==> src/rtl/scanflip_pkg.sv <==
package scanflip_pkg;

  // Decision taken on a request edge
  typedef enum logic [1:0] {
    FLIP_IDLE   = 2'd0,
    FLIP_NOW    = 2'd1,
    FLIP_DEFER  = 2'd2,
    FLIP_REJECT = 2'd3
  } flip_act_e;

endpackage

==> src/rtl/scanflip_addr.sv <==
module scanflip_addr #(
  parameter int AW      = 32,
  parameter int PW      = 16,
  parameter int PANW    = 12,
  parameter int LW      = 12,
  parameter int BW      = 3,
  parameter int CEIL_M1 = 0
) (
  input  logic [AW-1:0]   origin,
  input  logic [AW-1:0]   offset,
  input  logic [PW-1:0]   pitch,
  input  logic [PANW-1:0] x_pan,
  input  logic [PANW-1:0] y_pan,
  input  logic [BW-1:0]   pix_bytes,
  input  logic [LW-1:0]   lines,
  output logic [2*AW-1:0] pair
);

  localparam logic [AW-1:0] CEIL_ADJ = AW'(CEIL_M1);

  // first byte fetched for the panned view
  function automatic logic [AW-1:0] base_of(
    input logic [AW-1:0] org, input logic [AW-1:0] off,
    input logic [PW-1:0] p, input logic [PANW-1:0] xp,
    input logic [PANW-1:0] yp, input logic [BW-1:0] bpp);
    base_of = org + off + AW'(yp) * AW'(p) + AW'(xp) * AW'(bpp);
  endfunction

  // end of the active area
  function automatic logic [AW-1:0] ceil_of(
    input logic [AW-1:0] base, input logic [LW-1:0] n,
    input logic [PW-1:0] p);
    ceil_of = base + AW'(n) * AW'(p) - CEIL_ADJ;
  endfunction

  logic [AW-1:0] base_w;
  logic [AW-1:0] ceil_w;

  always_comb begin
    base_w = base_of(origin, offset, pitch, x_pan, y_pan, pix_bytes);
    ceil_w = ceil_of(base_w, lines, pitch);
    pair   = {ceil_w, base_w};
  end

endmodule

==> src/rtl/scanflip_timer.sv <==
module scanflip_timer #(
  parameter int TW = 24
) (
  input  logic          clk,
  input  logic          rst_n,
  input  logic          eof,
  input  logic [TW-1:0] frame_period,
  input  logic [TW-1:0] safe_window,
  output logic          near_end
);

  logic [TW-1:0] now_cnt;
  logic [TW-1:0] eof_stamp;
  logic [TW-1:0] elapsed;
  logic [TW:0]   reach;

  // free-running time base and end-of-frame timestamp
  always_ff @(posedge clk) begin
    if (!rst_n) begin
      now_cnt   <= '0;
      eof_stamp <= '0;
    end else begin
      now_cnt <= now_cnt + 1'b1;
      if (eof) eof_stamp <= now_cnt;
    end
  end

  // time left = stamp + period - now ; near when time left < window
  always_comb begin
    elapsed  = now_cnt - eof_stamp;
    reach    = {1'b0, elapsed} + {1'b0, safe_window};
    near_end = reach > {1'b0, frame_period};
  end

endmodule

==> src/rtl/scanflip_seq.sv <==
module scanflip_seq
  import scanflip_pkg::*;
#(
  parameter int DW = 64
) (
  input  logic          clk,
  input  logic          rst_n,
  input  logic          enable,
  input  logic          flip_req,
  input  logic          eof,
  input  logic          near_end,
  input  logic [DW-1:0] new_pair,
  output logic [DW-1:0] active_pair,
  output logic [DW-1:0] shadow_pair,
  output logic          pending,
  output logic          inflight,
  output logic          busy,
  output logic          done,
  output flip_act_e     act,
  output logic          apply_evt,
  output logic          done_evt
);

  always_comb begin
    if (!enable || !flip_req) act = FLIP_IDLE;
    else if (inflight)        act = FLIP_REJECT;
    else if (near_end)        act = FLIP_DEFER;
    else                      act = FLIP_NOW;
    apply_evt = enable && eof && pending;
    done_evt  = enable && eof && inflight && !pending;
  end

  always_ff @(posedge clk) begin
    if (!rst_n) begin
      active_pair <= '0;
      shadow_pair <= '0;
      pending     <= 1'b0;
      inflight    <= 1'b0;
      busy        <= 1'b0;
      done        <= 1'b0;
    end else begin
      busy <= (act == FLIP_REJECT);
      done <= done_evt;
      if (!enable) begin
        pending  <= 1'b0;
        inflight <= 1'b0;
      end else begin
        if (apply_evt) begin
          active_pair <= shadow_pair;
          pending     <= 1'b0;
        end
        if (done_evt) inflight <= 1'b0;
        case (act)
          FLIP_NOW: begin
            active_pair <= new_pair;
            inflight    <= 1'b1;
          end
          FLIP_DEFER: begin
            shadow_pair <= new_pair;
            pending     <= 1'b1;
            inflight    <= 1'b1;
          end
          default: ;
        endcase
      end
    end
  end

endmodule

==> src/rtl/scanflip_top.sv <==
module scanflip_top
  import scanflip_pkg::*;
#(
  parameter int AW      = 32,
  parameter int PW      = 16,
  parameter int PANW    = 12,
  parameter int LW      = 12,
  parameter int BW      = 3,
  parameter int TW      = 24,
  parameter int CEIL_M1 = 0
) (
  input  logic            clk,
  input  logic            rst_n,
  input  logic            enable,
  input  logic            flip_req,
  input  logic [AW-1:0]   origin,
  input  logic [AW-1:0]   offset,
  input  logic [PW-1:0]   pitch,
  input  logic [PANW-1:0] x_pan,
  input  logic [PANW-1:0] y_pan,
  input  logic [BW-1:0]   pix_bytes,
  input  logic [LW-1:0]   lines,
  input  logic            eof,
  input  logic [TW-1:0]   frame_period,
  input  logic [TW-1:0]   safe_window,
  output logic [2*AW-1:0] scan_pair,
  output logic            flip_pending,
  output logic            flip_inflight,
  output logic            flip_busy,
  output logic            flip_done
);

  localparam int DW = 2 * AW;

  logic [DW-1:0] new_pair;
  logic [DW-1:0] shadow_pair;
  logic          near_end;
  flip_act_e     act;
  logic          apply_evt;
  logic          done_evt;

  scanflip_addr #(
    .AW(AW), .PW(PW), .PANW(PANW), .LW(LW), .BW(BW), .CEIL_M1(CEIL_M1)
  ) u_addr (
    .origin(origin), .offset(offset), .pitch(pitch), .x_pan(x_pan),
    .y_pan(y_pan), .pix_bytes(pix_bytes), .lines(lines), .pair(new_pair)
  );

  scanflip_timer #(.TW(TW)) u_timer (
    .clk(clk), .rst_n(rst_n), .eof(eof), .frame_period(frame_period),
    .safe_window(safe_window), .near_end(near_end)
  );

  scanflip_seq #(.DW(DW)) u_seq (
    .clk(clk), .rst_n(rst_n), .enable(enable), .flip_req(flip_req),
    .eof(eof), .near_end(near_end), .new_pair(new_pair),
    .active_pair(scan_pair), .shadow_pair(shadow_pair),
    .pending(flip_pending), .inflight(flip_inflight), .busy(flip_busy),
    .done(flip_done), .act(act), .apply_evt(apply_evt), .done_evt(done_evt)
  );

endmodule

==> config.mk <==
export PLATFORM = sky130hd
export DESIGN_NAME = scanflip_top
export DESIGN_NICKNAME = d
export VERILOG_FILES = /design/src/rtl/scanflip_pkg.sv /design/src/rtl/scanflip_addr.sv /design/src/rtl/scanflip_timer.sv /design/src/rtl/scanflip_seq.sv /design/src/rtl/scanflip_top.sv
export SDC_FILE = /design/constraint.sdc
export NUM_CORES = 2
export LEC_CHECK = 0
export BUFFER_PORTS_ARGS = -buffer_cell sky130_fd_sc_hd__buf_2
export CORE_MARGIN = 4
export CORE_UTILIZATION = 55
export DETAILED_ROUTE_END_ITERATION = 12
export GPL_ROUTABILITY_DRIVEN = 0
export PLACE_DENSITY_LB_ADDON = 0.3
export SLEW_MARGIN = 40
export SYNTH_ARGS = -nofsm -noshare
export SYNTH_HDL_FRONTEND = slang
export SYNTH_HIERARCHICAL = 1
export SYNTH_SLANG_ARGS = --single-unit
==> constraint.sdc <==
create_clock -name clk -period 24.5 [get_ports clk]
set_input_delay 4.9 -clock clk [delete_from_list [all_inputs] [get_ports clk]]
set_output_delay 4.9 -clock clk [all_outputs]
set_load 0.01 [all_outputs]
# Yosys cells after proc, flatten, opt, wreduce, memory -nomap -nowiden
# Index checks and enable logic that the tools add are counted.
# word_totals
register_bits	180
in_bits	172
output_inout_bits	68
word_cells	46
# classes
n_addsub	7
mul	3
order_cmp	1
eq_ne	3
n_mux	9
n_reduce_logical	15
# ops
operator	count
64-bit two-way mux	2
32-bit by 28-bit adder with 32-bit output	2
12-bit by 16-bit multiplier with 28-bit output	2
32-bit by 15-bit adder with 32-bit output	1
32-bit adder	1
24-bit by 24-bit adder with 25-bit output	1
25-bit by 24-bit greater-than comparator with 1-bit output	1
24-bit by 1-bit adder with 24-bit output, second input constant	1
24-bit subtractor	1
12-bit by 3-bit multiplier with 15-bit output	1
2-bit two-way mux	3
2-bit AND reduction	3
2-bit nonzero test	3
2-bit == test, second input constant	2
1-bit logical AND	4
1-bit two-way mux	4
1-bit zero test	3
2-bit by 1-bit == test with 1-bit output, second input constant	1
2-bit OR reduction	1
1-bit logical OR	1

# Depth between registers and ports, before layout
# depth
ltp_word	9
depth_mapped	41
mapped_depth_nobuf	40

# Cells and area by module
# Netlist, hierarchy kept.
# modules_own_cells
module	instances	cells_per_inst	area_each_um2	seq_area_each_um2
scanflip_addr	1	1911	16477.1	0.0
scanflip_seq	1	597	5716.7	2642.5
scanflip_timer	1	627	5021.1	960.9

# Worst setup path before layout
# Ideal clock, no wire load.
# synth_timing
kind	input -> register
start	in y_pan[3]
end	reg u_seq.active_pair[62]
setup_ns	0.116
arrival_ns	14.180
required_time_ns	24.384
slack_ns	10.204
stages	39
path_buffers	1
cell_sequence	clkbuf_1 nand2_1 fa_1 inv_1 fa_1 inv_1 fa_1 inv_1 fa_1 fa_1 inv_1 fa_1 inv_1 ha_1 a21o_1 a21o_1 a31oi_1 o21ai_0 [... 3 more ...] fa_1 fa_1 fa_1 fa_1 inv_1 ha_1 and4_1 and3_1 a211o_1 a32oi_1 a21oi_1 a22o_1 o21ai_0 o21ai_0 xor2_1 mux2i_1 nand3_1 o211a_1
# synth_between
elab_chain_cells	5
# synth_lines
element	line	source
start, declared	scanflip_top.sv:20	input logic [PANW-1:0] y_pan,
12-bit by 16-bit multiplier with 28-bit output	scanflip_addr.sv:26	base_of = org + off + AW'(yp) * AW'(p) + AW'(xp) * AW'(bpp);
32-bit by 28-bit adder with 32-bit output	scanflip_addr.sv:26	
32-bit by 15-bit adder with 32-bit output	scanflip_addr.sv:26	
32-bit by 28-bit adder with 32-bit output	scanflip_addr.sv:33	ceil_of = base + AW'(n) * AW'(p) - CEIL_ADJ;
named net new_pair[62]	scanflip_top.sv:35	logic [DW-1:0] new_pair;
64-bit two-way mux	scanflip_seq.sv:53	case (act)
end signal, assigned	scanflip_seq.sv:49	active_pair <= shadow_pair;
end signal, assigned	scanflip_seq.sv:55	active_pair <= new_pair;
end, declared	scanflip_seq.sv:13	output logic [DW-1:0] active_pair,
# The timed path passes the listed nets, and every way through them passes these cells.
# A chain may end at the register's enable or synchronous reset.

# Final worst setup path
# layout_timing
start	in pitch[7]
end	reg u_seq.active_pair[62]
# layout_between
elab_chain_cells	5
elab_cells_between_ends	6
cone_classes	add/sub: 3; mul: 2; mux: 1
# layout_lines
element	line	source
start, declared	scanflip_top.sv:18	input logic [PW-1:0] pitch,
12-bit by 16-bit multiplier with 28-bit output	scanflip_addr.sv:26	
32-bit by 28-bit adder with 32-bit output	scanflip_addr.sv:26	
32-bit by 15-bit adder with 32-bit output	scanflip_addr.sv:26	
32-bit by 28-bit adder with 32-bit output *	scanflip_addr.sv:33	
named net new_pair[62]	scanflip_top.sv:35	
64-bit two-way mux *	scanflip_seq.sv:53	
# Mark *: on every way through the listed nets, which the timed path passes. The rest lies on a longest branch.

==> impl_metrics.toml <==
[logic_synthesis]
syn_nets = 3968
synthCells = 3134
synthesis.area_um2 = 27200
syn_area_per_cell_um2 = 8.68
ys_warn_count = 6

[worst_hold_path]
holdPathEnd = "u_seq/shadow_pair[16]"
hold_path_depth = 2
hold_path_class = "flip-flop to flip-flop"
hp-start = "u_seq/shadow_pair[16]"

[setup_path]
ff2ff_setup_slack_ns = 15.38
cp.arrival_ns = 15.46
rr_endpoint = "u_seq/active_pair[29]"
crit_fanout = 24
timing.critical_path.to_type = "flip-flop"
slowest_stage = "fa_1"
regToRegStartpoint = "u_timer/now_cnt[0]"
cp_data_required_time_ns = 24.83
reg2regPathDepth = 33
crit_type = "input pin to flip-flop"
slowest_delay_ns = 0.56
cp-start-kind = "input pin"
critPathMostFrequentCell = "fa_1"

[clocking]
cts_hold_buf = 0
max-clock-path-buffers = 2
root_buffer = "clkbuf_16"
cts-resized-gates = 0
cts_tree = "done"
post-cts-setup-buffer-count = 0
clk_latency_ns = 0.44
cts_buffers = 17
clk_pin_slew_ns = 0.07
cts_max_level = 4
cts_sinks = 180

[sta]
post-route-period-util_pct = 61.7
final_hold_viol_count = 0
tightest_slew_ns = 0.869
skew_ns = 0.0147
fmax_ghz = 0.0661
fin_tns_setup_ns = 0
relSlewSlack_pct = 41.6
layout_min_cycle_time_ns = 15.13
rsz0062_at_grt = "false"
setup_viol = 0
slew_viol_final = 0

[die]
rows = 81
die_w_um = 230
dieArea_um2 = 53100
start_util_pct = 55.6
core-area_um2 = 49000
die_y_um = 230
num_io_pins = 240

[layout]
layout-drive-gt1-share_pct = 9.14
nets = 4103
antennaDiodeCount = 0
syn_to_final_growth_pct = 7.67

[routing]
routed_wl_um = 67600
first_iter_violations = 1404
ant_nets = 0
wl_per_cell_um = 17.1
via_per_inst = 5.45
first_pass_iters = 6
via_count = 21507
drc = 0

[run]
max_cap_violations = 0

[place]
place_hpwl_um = 53900
port_buffers = 239

[grt]
antenna_found_initial = 1
grt_pass1_vias = 22864
grt_max_degree = 114
grt_use_total_pct = 25.9
grt_pass1_wl_um = 113000
overflow = 0

[outcome]
outcome = "completed"
how the worst max path moves through the flow:
stage	startpoint	endpoint	slack [ns]	cells after the start
floorplan	y_pan[3]	u_seq/active_pair[62]	10.20	39
global placement	pitch[7]	u_seq/active_pair[62]	9.31	38
detailed placement	pitch[7]	u_seq/active_pair[62]	9.07	39
CTS	pitch[7]	u_seq/active_pair[62]	9.50	38
global route	pitch[7]	u_seq/active_pair[62]	8.75	38
finish	pitch[7]	u_seq/active_pair[62]	9.37	39
sequential cells by signal, indices dropped and copies added (netlist names):
name	flops
u_seq/active_pair	64
u_seq/busy	1
u_seq/done	1
u_seq/inflight	1
u_seq/pending	1
u_seq/shadow_pair	64
u_timer/eof_stamp	24
u_timer/now_cnt	24
cell usage in the layout (no fill, tap or decap), drive strengths merged, types with 3 or more instances in the layout:
master	instances
inv	636
nand2	454
fa	398
ha	264
buf	247
dfxtp	180
and2	177
a21oi	94
nand3	92
mux2i	88
xnor2	84
a21boi	72
o211a	67
o21ai	54
a21o	52
nor2	48
nor2b	40
xor2	32
clkbuf	21
nand4	18
o21a	16
o21bai	15
a31oi	14
nor3	12
and3	11
a211oi	10
o211ai	8
or3	8
nand2b	6
and4	5
a221o	4
o31a	4
o41ai	4
clkinvlp	3
o311ai	3
nor4	3
o31ai	3
metrics by stage:
stage                     std cells  worst slack [ns]  instance area [um2]  hold slack (ns)  util, %
final                          3946              9.37                29300            0.452     59.8
after global placement         3914              9.31                28700            0.440     58.6
after CTS                      3946              9.50                29300            0.456     59.8
after detailed placement       3914              9.07                28700            0.446     58.6
after floorplan                3134             10.20                27200            0.434        -
after global routing           3946              8.75                29300            0.471     59.8
routing by layer:
| layer | up-vias | GRT usage, % | part of all wire (%) |
|---|---|---|---|
| met5 | - | 0 | 0.019 |
| met4 | 2 | 6.81 | 2.2 |
| met3 | 120 | 4.64 | 6.6 |
| met2 | 754 | 42.7 | 47 |
| met1 | 10533 | 35.6 | 44 |
| li1 | 10098 | - | - |
cell type report:
cell class	count	area [um2]
clock buffer	21	470
clock inverter	11	138
fill	4281	19700
inverter	631	2370
multi-input combinational	2192	20600
sequential	180	3600
tap	664	831
timing repair buffer	247	1270
critical path: cells and delay by family:
family / cells / cell delay (ns)
compound gates: 13 / 2.69
xor+xnor: 2 / 0.44
fa+ha+maj: 12 / 5.80
buf+inv: 7 / 0.74
mux: 1 / 0.15
simple gates: 4 / 0.71
Power is not shown: default switching activity piles up to over one toggle a cycle in this logic, so the estimate is an artifact.
